==> config.mk <==
export PLATFORM = sky130hd
export DESIGN_NAME = nb_crossbar
export DESIGN_NICKNAME = d
export VERILOG_FILES = /design/src/rtl/xbar_pkg.sv /design/src/rtl/xbar_rr_arb.sv /design/src/rtl/xbar_in_ctl.sv /design/src/rtl/xbar_out_port.sv /design/src/rtl/nb_crossbar.sv
export SDC_FILE = /design/constraint.sdc
export NUM_CORES = 1
export LEC_CHECK = 0
export BUFFER_PORTS_ARGS = -buffer_cell sky130_fd_sc_hd__buf_4
export CAP_MARGIN = 20
export CORE_ASPECT_RATIO = 0.7
export CORE_UTILIZATION = 57
export CTS_BUF_LIST = sky130_fd_sc_hd__clkbuf_8
export DETAILED_ROUTE_END_ITERATION = 10
export GPL_TIMING_DRIVEN = 0
export PLACE_DENSITY = 0.82
export SYNTH_ARGS = -nofsm -noshare
export SYNTH_HDL_FRONTEND = slang
export SYNTH_SLANG_ARGS = --single-unit
==> constraint.sdc <==
create_clock -name clk -period 2.6 [get_ports clk]
set_input_delay 0.52 -clock clk [delete_from_list [all_inputs] [get_ports clk]]
set_output_delay 0.52 -clock clk [all_outputs]
set_load 0.005 [all_outputs]
==> src/rtl/xbar_pkg.sv <==
package xbar_pkg;
  // Next index in a ring of n entries
  function automatic int ring_next(input int cur, input int n);
    return (cur >= n - 1) ? 0 : cur + 1;
  endfunction
endpackage

==> src/rtl/xbar_rr_arb.sv <==
module xbar_rr_arb
  import xbar_pkg::*;
#(
  parameter int N  = 3,
  parameter int IW = 2
) (
  input  logic          clk,
  input  logic          rst,
  input  logic [N-1:0]  req,
  output logic [N-1:0]  gnt,
  output logic          gnt_any,
  output logic [IW-1:0] gnt_idx
);
  logic [IW-1:0] ptr_q;

  always_comb begin
    int idx;
    gnt     = '0;
    gnt_any = 1'b0;
    gnt_idx = '0;
    for (int k = 0; k < N; k++) begin
      idx = int'(ptr_q) + k;
      if (idx >= N) idx = idx - N;
      if (!gnt_any && req[idx]) begin
        gnt[idx] = 1'b1;
        gnt_any  = 1'b1;
        gnt_idx  = IW'(idx);
      end
    end
  end

  always_ff @(posedge clk) begin
    if (rst) ptr_q <= '0;
    else if (gnt_any) ptr_q <= IW'(ring_next(int'(gnt_idx), N));
  end

  p_gnt_single_r7: assert property (@(posedge clk) disable iff (rst) $onehot0(gnt));
  p_gnt_needs_req_r7: assert property (@(posedge clk) disable iff (rst) (gnt & ~req) == '0);
endmodule

==> src/rtl/xbar_in_ctl.sv <==
module xbar_in_ctl #(
  parameter int IDW = 2
) (
  input  logic           clk,
  input  logic           rst,
  input  logic           req,
  input  logic           win,
  input  logic [IDW-1:0] win_dest,
  output logic           conn,
  output logic [IDW-1:0] dest_q
);
  always_ff @(posedge clk) begin
    if (rst) begin
      conn   <= 1'b0;
      dest_q <= '0;
    end else if (conn && !req) begin
      conn <= 1'b0;
    end else if (win) begin
      conn   <= 1'b1;
      dest_q <= win_dest;
    end
  end

  p_release_r5: assert property (@(posedge clk) disable iff (rst) conn && !req |=> !conn);
  p_dest_hold_r8: assert property (@(posedge clk) disable iff (rst) conn && req |=> $stable(dest_q));
endmodule

==> src/rtl/xbar_out_port.sv <==
module xbar_out_port #(
  parameter int N  = 3,
  parameter int DW = 8,
  parameter int IW = 2
) (
  input  logic          clk,
  input  logic          rst,
  input  logic [N*DW-1:0] in_data,
  input  logic [N-1:0]  in_req,
  input  logic          gnt_any,
  input  logic [IW-1:0] gnt_idx,
  output logic          busy,
  output logic [DW-1:0] out_data,
  output logic          out_vld
);
  logic [IW-1:0] own_q;
  logic          live;
  logic [DW-1:0] sel_data;

  assign live     = busy && in_req[own_q];
  assign sel_data = in_data[int'(own_q)*DW +: DW];

  always_ff @(posedge clk) begin
    if (rst) begin
      busy  <= 1'b0;
      own_q <= '0;
    end else if (busy && !in_req[own_q]) begin
      busy <= 1'b0;
    end else if (gnt_any) begin
      busy  <= 1'b1;
      own_q <= gnt_idx;
    end
  end

  always_ff @(posedge clk) begin
    if (rst) begin
      out_vld  <= 1'b0;
      out_data <= '0;
    end else begin
      out_vld  <= live;
      out_data <= live ? sel_data : '0;
    end
  end

  p_route_r4: assert property (@(posedge clk) disable iff (rst)
    live |=> out_vld && out_data == $past(sel_data));
  p_idle_zero_r9: assert property (@(posedge clk) disable iff (rst)
    !out_vld |-> out_data == '0);
  p_no_steal_r2: assert property (@(posedge clk) disable iff (rst)
    busy && in_req[own_q] |=> busy && $stable(own_q));
endmodule

==> src/rtl/nb_crossbar.sv <==
module nb_crossbar #(
  parameter int NPORT = 3,
  parameter int DW    = 8,
  parameter int IDW   = 2
) (
  input  logic                clk,
  input  logic                rst,
  input  logic [NPORT*DW-1:0] in_data,
  input  logic [NPORT-1:0]    in_req,
  input  logic [NPORT*IDW-1:0] in_dest,
  output logic [NPORT-1:0]    in_gnt,
  output logic [NPORT*DW-1:0] out_data,
  output logic [NPORT-1:0]    out_vld
);
  localparam int IW = (NPORT > 1) ? $clog2(NPORT) : 1;

  logic [NPORT-1:0] conn;
  logic [IDW-1:0]   dest_q [NPORT];
  logic [NPORT-1:0] busy;
  logic [NPORT-1:0] arb_req [NPORT];
  logic [NPORT-1:0] arb_gnt [NPORT];
  logic [NPORT-1:0] arb_any;
  logic [IW-1:0]    arb_idx [NPORT];
  logic [NPORT-1:0] win;

  always_comb begin
    win = '0;
    for (int o = 0; o < NPORT; o++)
      for (int i = 0; i < NPORT; i++)
        win[i] = win[i] | arb_gnt[o][i];
  end

  assign in_gnt = conn;

  for (genvar o = 0; o < NPORT; o++) begin : g_out
    for (genvar i = 0; i < NPORT; i++) begin : g_req
      assign arb_req[o][i] = in_req[i] && !conn[i] && !busy[o] &&
                             (in_dest[i*IDW +: IDW] == IDW'(o));
    end

    xbar_rr_arb #(.N(NPORT), .IW(IW)) u_arb (
      .clk(clk), .rst(rst), .req(arb_req[o]), .gnt(arb_gnt[o]),
      .gnt_any(arb_any[o]), .gnt_idx(arb_idx[o])
    );

    xbar_out_port #(.N(NPORT), .DW(DW), .IW(IW)) u_port (
      .clk(clk), .rst(rst), .in_data(in_data), .in_req(in_req),
      .gnt_any(arb_any[o]), .gnt_idx(arb_idx[o]), .busy(busy[o]),
      .out_data(out_data[o*DW +: DW]), .out_vld(out_vld[o])
    );

    logic [NPORT-1:0] held_by;
    for (genvar i = 0; i < NPORT; i++) begin : g_held
      assign held_by[i] = conn[i] && (dest_q[i] == IDW'(o));
    end
    p_one_owner_r2: assert property (@(posedge clk) disable iff (rst) $onehot0(held_by));
  end

  for (genvar i = 0; i < NPORT; i++) begin : g_in
    xbar_in_ctl #(.IDW(IDW)) u_ctl (
      .clk(clk), .rst(rst), .req(in_req[i]), .win(win[i]),
      .win_dest(in_dest[i*IDW +: IDW]), .conn(conn[i]), .dest_q(dest_q[i])
    );

    p_bad_dest_r3: assert property (@(posedge clk) disable iff (rst)
      in_req[i] && int'(in_dest[i*IDW +: IDW]) >= NPORT && !in_gnt[i] |=> !in_gnt[i]);
  end
endmodule

Word level (Yosys, flattened, before mapping)
Index checks and enable logic that the tools add are counted.
{ "word_totals": {"out_inout_bits": 30, "mem_bits_ro": 0, "elab_cells": 264, "mem_count": 0, "input_bits": 35, "latchBits": 0, "ram_bits": 0, "regBits": 45} }
{ "classes": {"order_cmp": 33, "muxes": 90, "n_shift": 3, "mul": 0, "div": 0, "n_addsub": 18, "bitwise": 18, "n_eq_ne": 6, "n_reduce_logical": 78} }
{ "ops": {"columns": ["cell", "count"], "rows": [
  ["32-bit by 1-bit >= comparator with 1-bit output (second input constant)", 9],
  ["32-bit by 4-bit less-than comparator with 1-bit output (second input constant)", 9],
  ["32-bit 2-to-1 mux", 9],
  ["32-bit by 3-bit >= comparator with 1-bit output (second input constant)", 6],
  ["32-bit by 3-bit subtractor with 32-bit output (second input constant)", 6],
  ["24-bit by 6-bit indexed part select with 8-bit output", 3],
  ["1-bit logical AND", 45],
  ["1-bit 2-to-1 mux", 39],
  ["3-bit 2-to-1 mux", 9],
  ["1-bit binary-select mux with 2-bit select", 12],
  ["2-bit 2-to-1 mux", 12],
  ["1-bit demux with 2-bit select", 9],
  ["1-bit logical NOT", 18],
  ["3-bit bitwise OR", 6],
  ["2-bit OR reduction", 9],
  ["2-bit >= comparator (second input constant)", 6],
  ["2-bit by 1-bit adder with 3-bit output (second input constant)", 3],
  ["2-bit by 2-bit adder with 3-bit output (second input constant)", 3],
  ["2-bit by 3-bit less-than comparator with 1-bit output (second input constant)", 3],
  ["2-bit by 2-bit subtractor with 3-bit output (second input constant)", 3],
  ["2-bit by 1-bit adder with 2-bit output (second input constant)", 3],
  ["2-bit by 1-bit equality test with 1-bit output (second input constant)", 3],
  ["2-bit equality test (second input constant)", 3],
  ["2-bit logical NOT", 3],
  ["3 further kinds", 15]
]} }

Logic depth before layout (Yosys ltp)
{ "depth": {"ltp_word": 16, "mapped_depth": 9, "mapped_depth_nobuf": 8} }

By module
Synthesis repeated with hierarchy kept, for this count alone.
{ "unflattened": {"hier_cells": 371, "area_unflattened_um2": 3508.4} }
{ "by_module_without_submodules": {"columns": ["mod", "seq_area_each_um2", "area_per_inst_um2", "cells_each", "n_inst"], "rows": [
  ["xbar_out_port", 240.2, 603.1, 57, 3],
  ["xbar_rr_arb (g_out[0].u_arb ...)", 40.0, 360.3, 44, 2],
  ["xbar_rr_arb (g_out[2].u_arb)", 40.0, 445.4, 58, 1],
  ["xbar_in_ctl", 60.1, 133.9, 13, 3],
  ["nb_crossbar", 0.0, 131.4, 15, 1]
]} }

Worst setup path before layout
Ideal clock, no wire load.
{ "synth_timing": {"path_type": "reg2reg", "from": "register g_out[0].u_arb.ptr_q[0]", "to": "register g_in[0].u_ctl.conn", "setup_time_ns": 0.136, "synth_period_minus_slack_ns": 2.240, "arrival_time_ns": 2.104, "n_path_buf": 1, "path_stages_with_launch": 10, "required_ns": 2.464, "path_slack_ns": 0.360, "path_cell_list": "dfxtp_1 > inv_1 > ha_1 > clkbuf_1 > nor2b_1 > a41oi_1 > o311ai_0 > or4_1 > a2111oi_2 > a311oi_1"} }
{ "synth_via": {"elab_chain_len": 14, "elab_cells_between_ends": 48, "cone_classes": "5 x add/sub; 9 x order compare; 23 x mux; 4 x bitwise; 7 x reduce/logical"} }
{ "synth_rtl": {"columns": ["item", "line", "rtl"], "rows": [
  ["start: declaration", "xbar_rr_arb.sv:14", "logic [IW-1:0] ptr_q;"],
  ["start signal: assignment", "xbar_rr_arb.sv:34", "else if (gnt_any) ptr_q <= IW'(ring_next(int'(gnt_idx), N));"],
  ["parallel branches: the longest is 11 deep, another holds 32-bit by 3-bit subtractor with 32-bit output", null, null],
  ["3-bit 2-to-1 mux (*)", "xbar_rr_arb.sv:24", "if (!gnt_any && req[idx]) begin"],
  ["1-bit bitwise OR (*) (2 in series)", "nb_crossbar.sv:30", "win[i] = win[i] | arb_gnt[o][i];"],
  ["end signal: assignment", "xbar_in_ctl.sv:14", "conn <= 1'b0;"],
  ["end signal: assignment", "xbar_in_ctl.sv:17", "conn <= 1'b0;"],
  ["end signal: assignment", "xbar_in_ctl.sv:19", "conn <= 1'b1;"],
  ["end: declaration", "xbar_in_ctl.sv:9", "output logic conn,"]
]} }
Mark *: on every way between the ends. The select of a mux whose other input is x is not followed.
A chain may end at the register's enable or synchronous reset.

Final worst setup path
Ends and elaborated chain as after synthesis.

==> results_dict.tcl <==
set metrics [dict create \
    max-clock-path-buffers 2 \
    crit_buf_inv 1 \
    grt_overflow 0 \
    antenna_left 0 \
    finClkSkew_ns 0.0107 \
    drv_slew 0 \
    num_vias 3579 \
    cap_violations 0 \
    crit_family "compound AO/OA/AOI/OAI gates" \
    seqCellArea_sq_um 902 \
    htreeDepth 2 \
    ys_seq_area_share_pct 27.7 \
    power_density_nw_per_um2 601 \
    track_usage_pct 35.1 \
    antenna_cells 0 \
    die_h_um 65.1 \
    p_comb_share_pct 42.6 \
    ys.flop_type "dfxtp_1" \
    place_hpwl_um 7630 \
    switchingPower_w 0.000901 \
    drt_pass1_iterations 7 \
    synth_edf_count 0 \
    ys_types 66 \
    slew_headroom_pct 45.2 \
    antenna_found_initial 0 \
    path_max_fanout 7 \
    post_cts_buffers 0 \
    syn_nets 463 \
    post-route-util_pct 74.0 \
    post_drt_via_cell_ratio 6.40 \
    root_buffer "clkbuf_8" \
    p_leak_nw 1.56 \
    cts_tree "yes" \
    rows 22 \
    setup.worst_path.class "reg2reg" \
    synthCells 416 \
    drc 0 \
    fp.dieW_um 92.2 \
    grt_pass1_wl_um 16300 \
    hold_viol 0 \
    min_path_type "in2reg" \
    start_kind "flip-flop" \
    switching_share_pct 37.7 \
    routed_wl_um 10200 \
    cp.arrival_ns 2.60 \
    synth-seq-cells 45 \
    fillCellCount 414 \
    p_int_w 0.00149 \
    initial_utilization_pct 60.5 \
    setup_viol 0 \
    rsz0062_at_grt "no" \
    fmax_ghz 0.412 \
    cts_buffers 5 \
    numPortBuffers 64 \
    path_cells "inv_1 -> ha_1 -> nor2b_2 -> a41oi_2 -> o311ai_0 -> or4_1 -> a2111oi_4 -> a311oi_1" \
    num-nets-final 533 \
    ys_warn_count 0 \
    cp_slowest_stage_delay_ns 0.48 \
    ir_drop_mv 0.439 \
    synth_async_sr_flop_share_pct 0 \
    pin_count 65 \
    multi_input_area_sq_um 2180 \
    worstMarginPinSlew_ns 0.822 \
    cts.sinks 45 \
    power_w 0.00239 \
    period_share_pct 93.4 \
    gp_congestion 0.931 \
    core_sq_um 5370 \
    grt_pass1_vias 3240 \
    avgRoutedWirePerCell_um 18.2 \
    synth_area_sq_um 3250 \
    drtIter0Drc 361 \
    grt_max_degree 15 \
    path_clk_slew_ns 0.09 \
    critPathCaptureType "flip-flop" \
    cp.required_ns 2.77 \
    status "finished clean" \
    syn_to_final_growth_pct 22.3 \
    crit_path_top_delay_cell "or4_1" \
    layout_min_cycle_time_ns 2.43 \
    synth.avg_cell_area_sq_um 7.80 \
    hold_buffers 0 \
    worstSkewPairLatency_ns 0.31 \
    layout-drive-gt1-share_pct 20.7 \
    power.share.sequential_pct 34.0 \
    setup_slack_ns 0.171 \
    die_area_sq_um 6010 \
    place_ws_ns -0.0149 \
    clock_power_share_pct 23.3 \
]
==> synthesized netlist by cell type (7+ instances only) <==
master | n | area [sq um]
dfxtp_1 | 45 | 901
clkbuf_1 | 18 | 67.6
a21oi_1 | 38 | 190
inv_1 | 14 | 52.6
nor3b_1 | 7 | 52.6
o21ai_0 | 11 | 55.1
nand2_1 | 23 | 86.3
ha_1 | 12 | 150
nor2b_1 | 13 | 81.3
nor2_1 | 67 | 251
nand3_1 | 9 | 45.0
mux2i_1 | 28 | 280
nand4_1 | 7 | 43.8
==> worst min-delay path, cell delays in order <==
cell,delay [ns]
buf_4,0.09
a21oi_1,0.05
nor2_1,0.07
==> power groups by stage <==
stage	combinational, W	clock, W	sequential [W]
after floorplan	0.000685	0	0.000806
after global placement	0.000942	0	0.000822
after detailed placement	0.000961	0	0.000825
after CTS	0.000972	0.000559	0.000810
after global routing	0.00111	0.000586	0.000821
final	0.00102	0.000557	0.000812
==> per-layer routing <==
layer / GRT usage (%) / part of all wire, %
met2: 51.3 / 42
met5: 0 / 0
met4: 11.5 / 1.9
met3: 9.14 / 13
met1: 50.2 / 43
==> path summary, 6_finish.rpt <==
check                                end                    start  cells past startpoint  slack, ns
min reg2reg      g_out[1].u_arb.ptr_q[1]  g_out[1].u_arb.ptr_q[1]                      2       0.49
max                   g_in[0].u_ctl.conn  g_out[0].u_arb.ptr_q[0]                      8       0.17
max reg2reg           g_in[0].u_ctl.conn  g_out[0].u_arb.ptr_q[0]                      8       0.17
min          g_out[1].u_port.out_data[3]              in_data[11]                      3       0.46
==> through the flow <==
stage	hold WS (ns)	setup TNS, ns	cells	area [sq um]
2_1_floorplan	0.469	0	416	3250
3_3_place_gp	0.487	-0.00459	552	3820
3_5_place_dp	0.510	-0.0149	552	3820
4_1_cts	0.459	0	560	3950
5_1_grt	0.472	0	559	3970
6_report	0.463	0	559	3970
==> sequential cells by signal, summed over array words and instances (netlist names) <==
register               cells
g_out.u_port.out_data     24
g_out.u_arb.ptr_q          6
g_out.u_port.own_q         6
g_in.u_ctl.conn            3
g_out.u_port.busy          3
g_out.u_port.out_vld       3
==> kinds of logic (layout without fill, tap and decap cells) <==
group	after synthesis	after routing	synth area share, %
AO/OA/AOI/OAI	104	104	21.9
adder cells (fa/ha/maj)	17	17	6.17
buffers and inverters	44	115	6.09
flip-flops	45	45	27.7
multiplexers	28	28	8.63
AND/OR/NAND/NOR	178	178	29.5
==> area by class of cell <==
type / count / area share (%)
flip-flops and latches: 45 / 22.7
repair buffers: 64 / 12.1
clock buffers: 6 / 2.08
inverters: 14 / 1.32
plain buffers: 29 / 3.59
clock inverters: 2 / 0.945
well taps: 72 / 2.27
multi-input cells: 327 / 55.0
==> cells in the final DEF, fill, tap and decap left out, types with 11 or more instances in the layout <==
master,synthesis,layout
mux2i_1,28,28
nor2b_1,13,12
nand2_1,23,23
inv_1,14,14
dfxtp_1,45,44
nor2_1,67,67
ha_1,12,12
clkbuf_1,18,16
a21oi_1,38,38
o21ai_0,11,11
buf_4,6,70
==> repair_timing <==
item | CTS | global route
pin swaps | 0 | 1
endpoints found under the setup margin | 1 | 1
gates resized for setup | 1 | 7
Note: power is estimated with default switching activity, not from simulation.
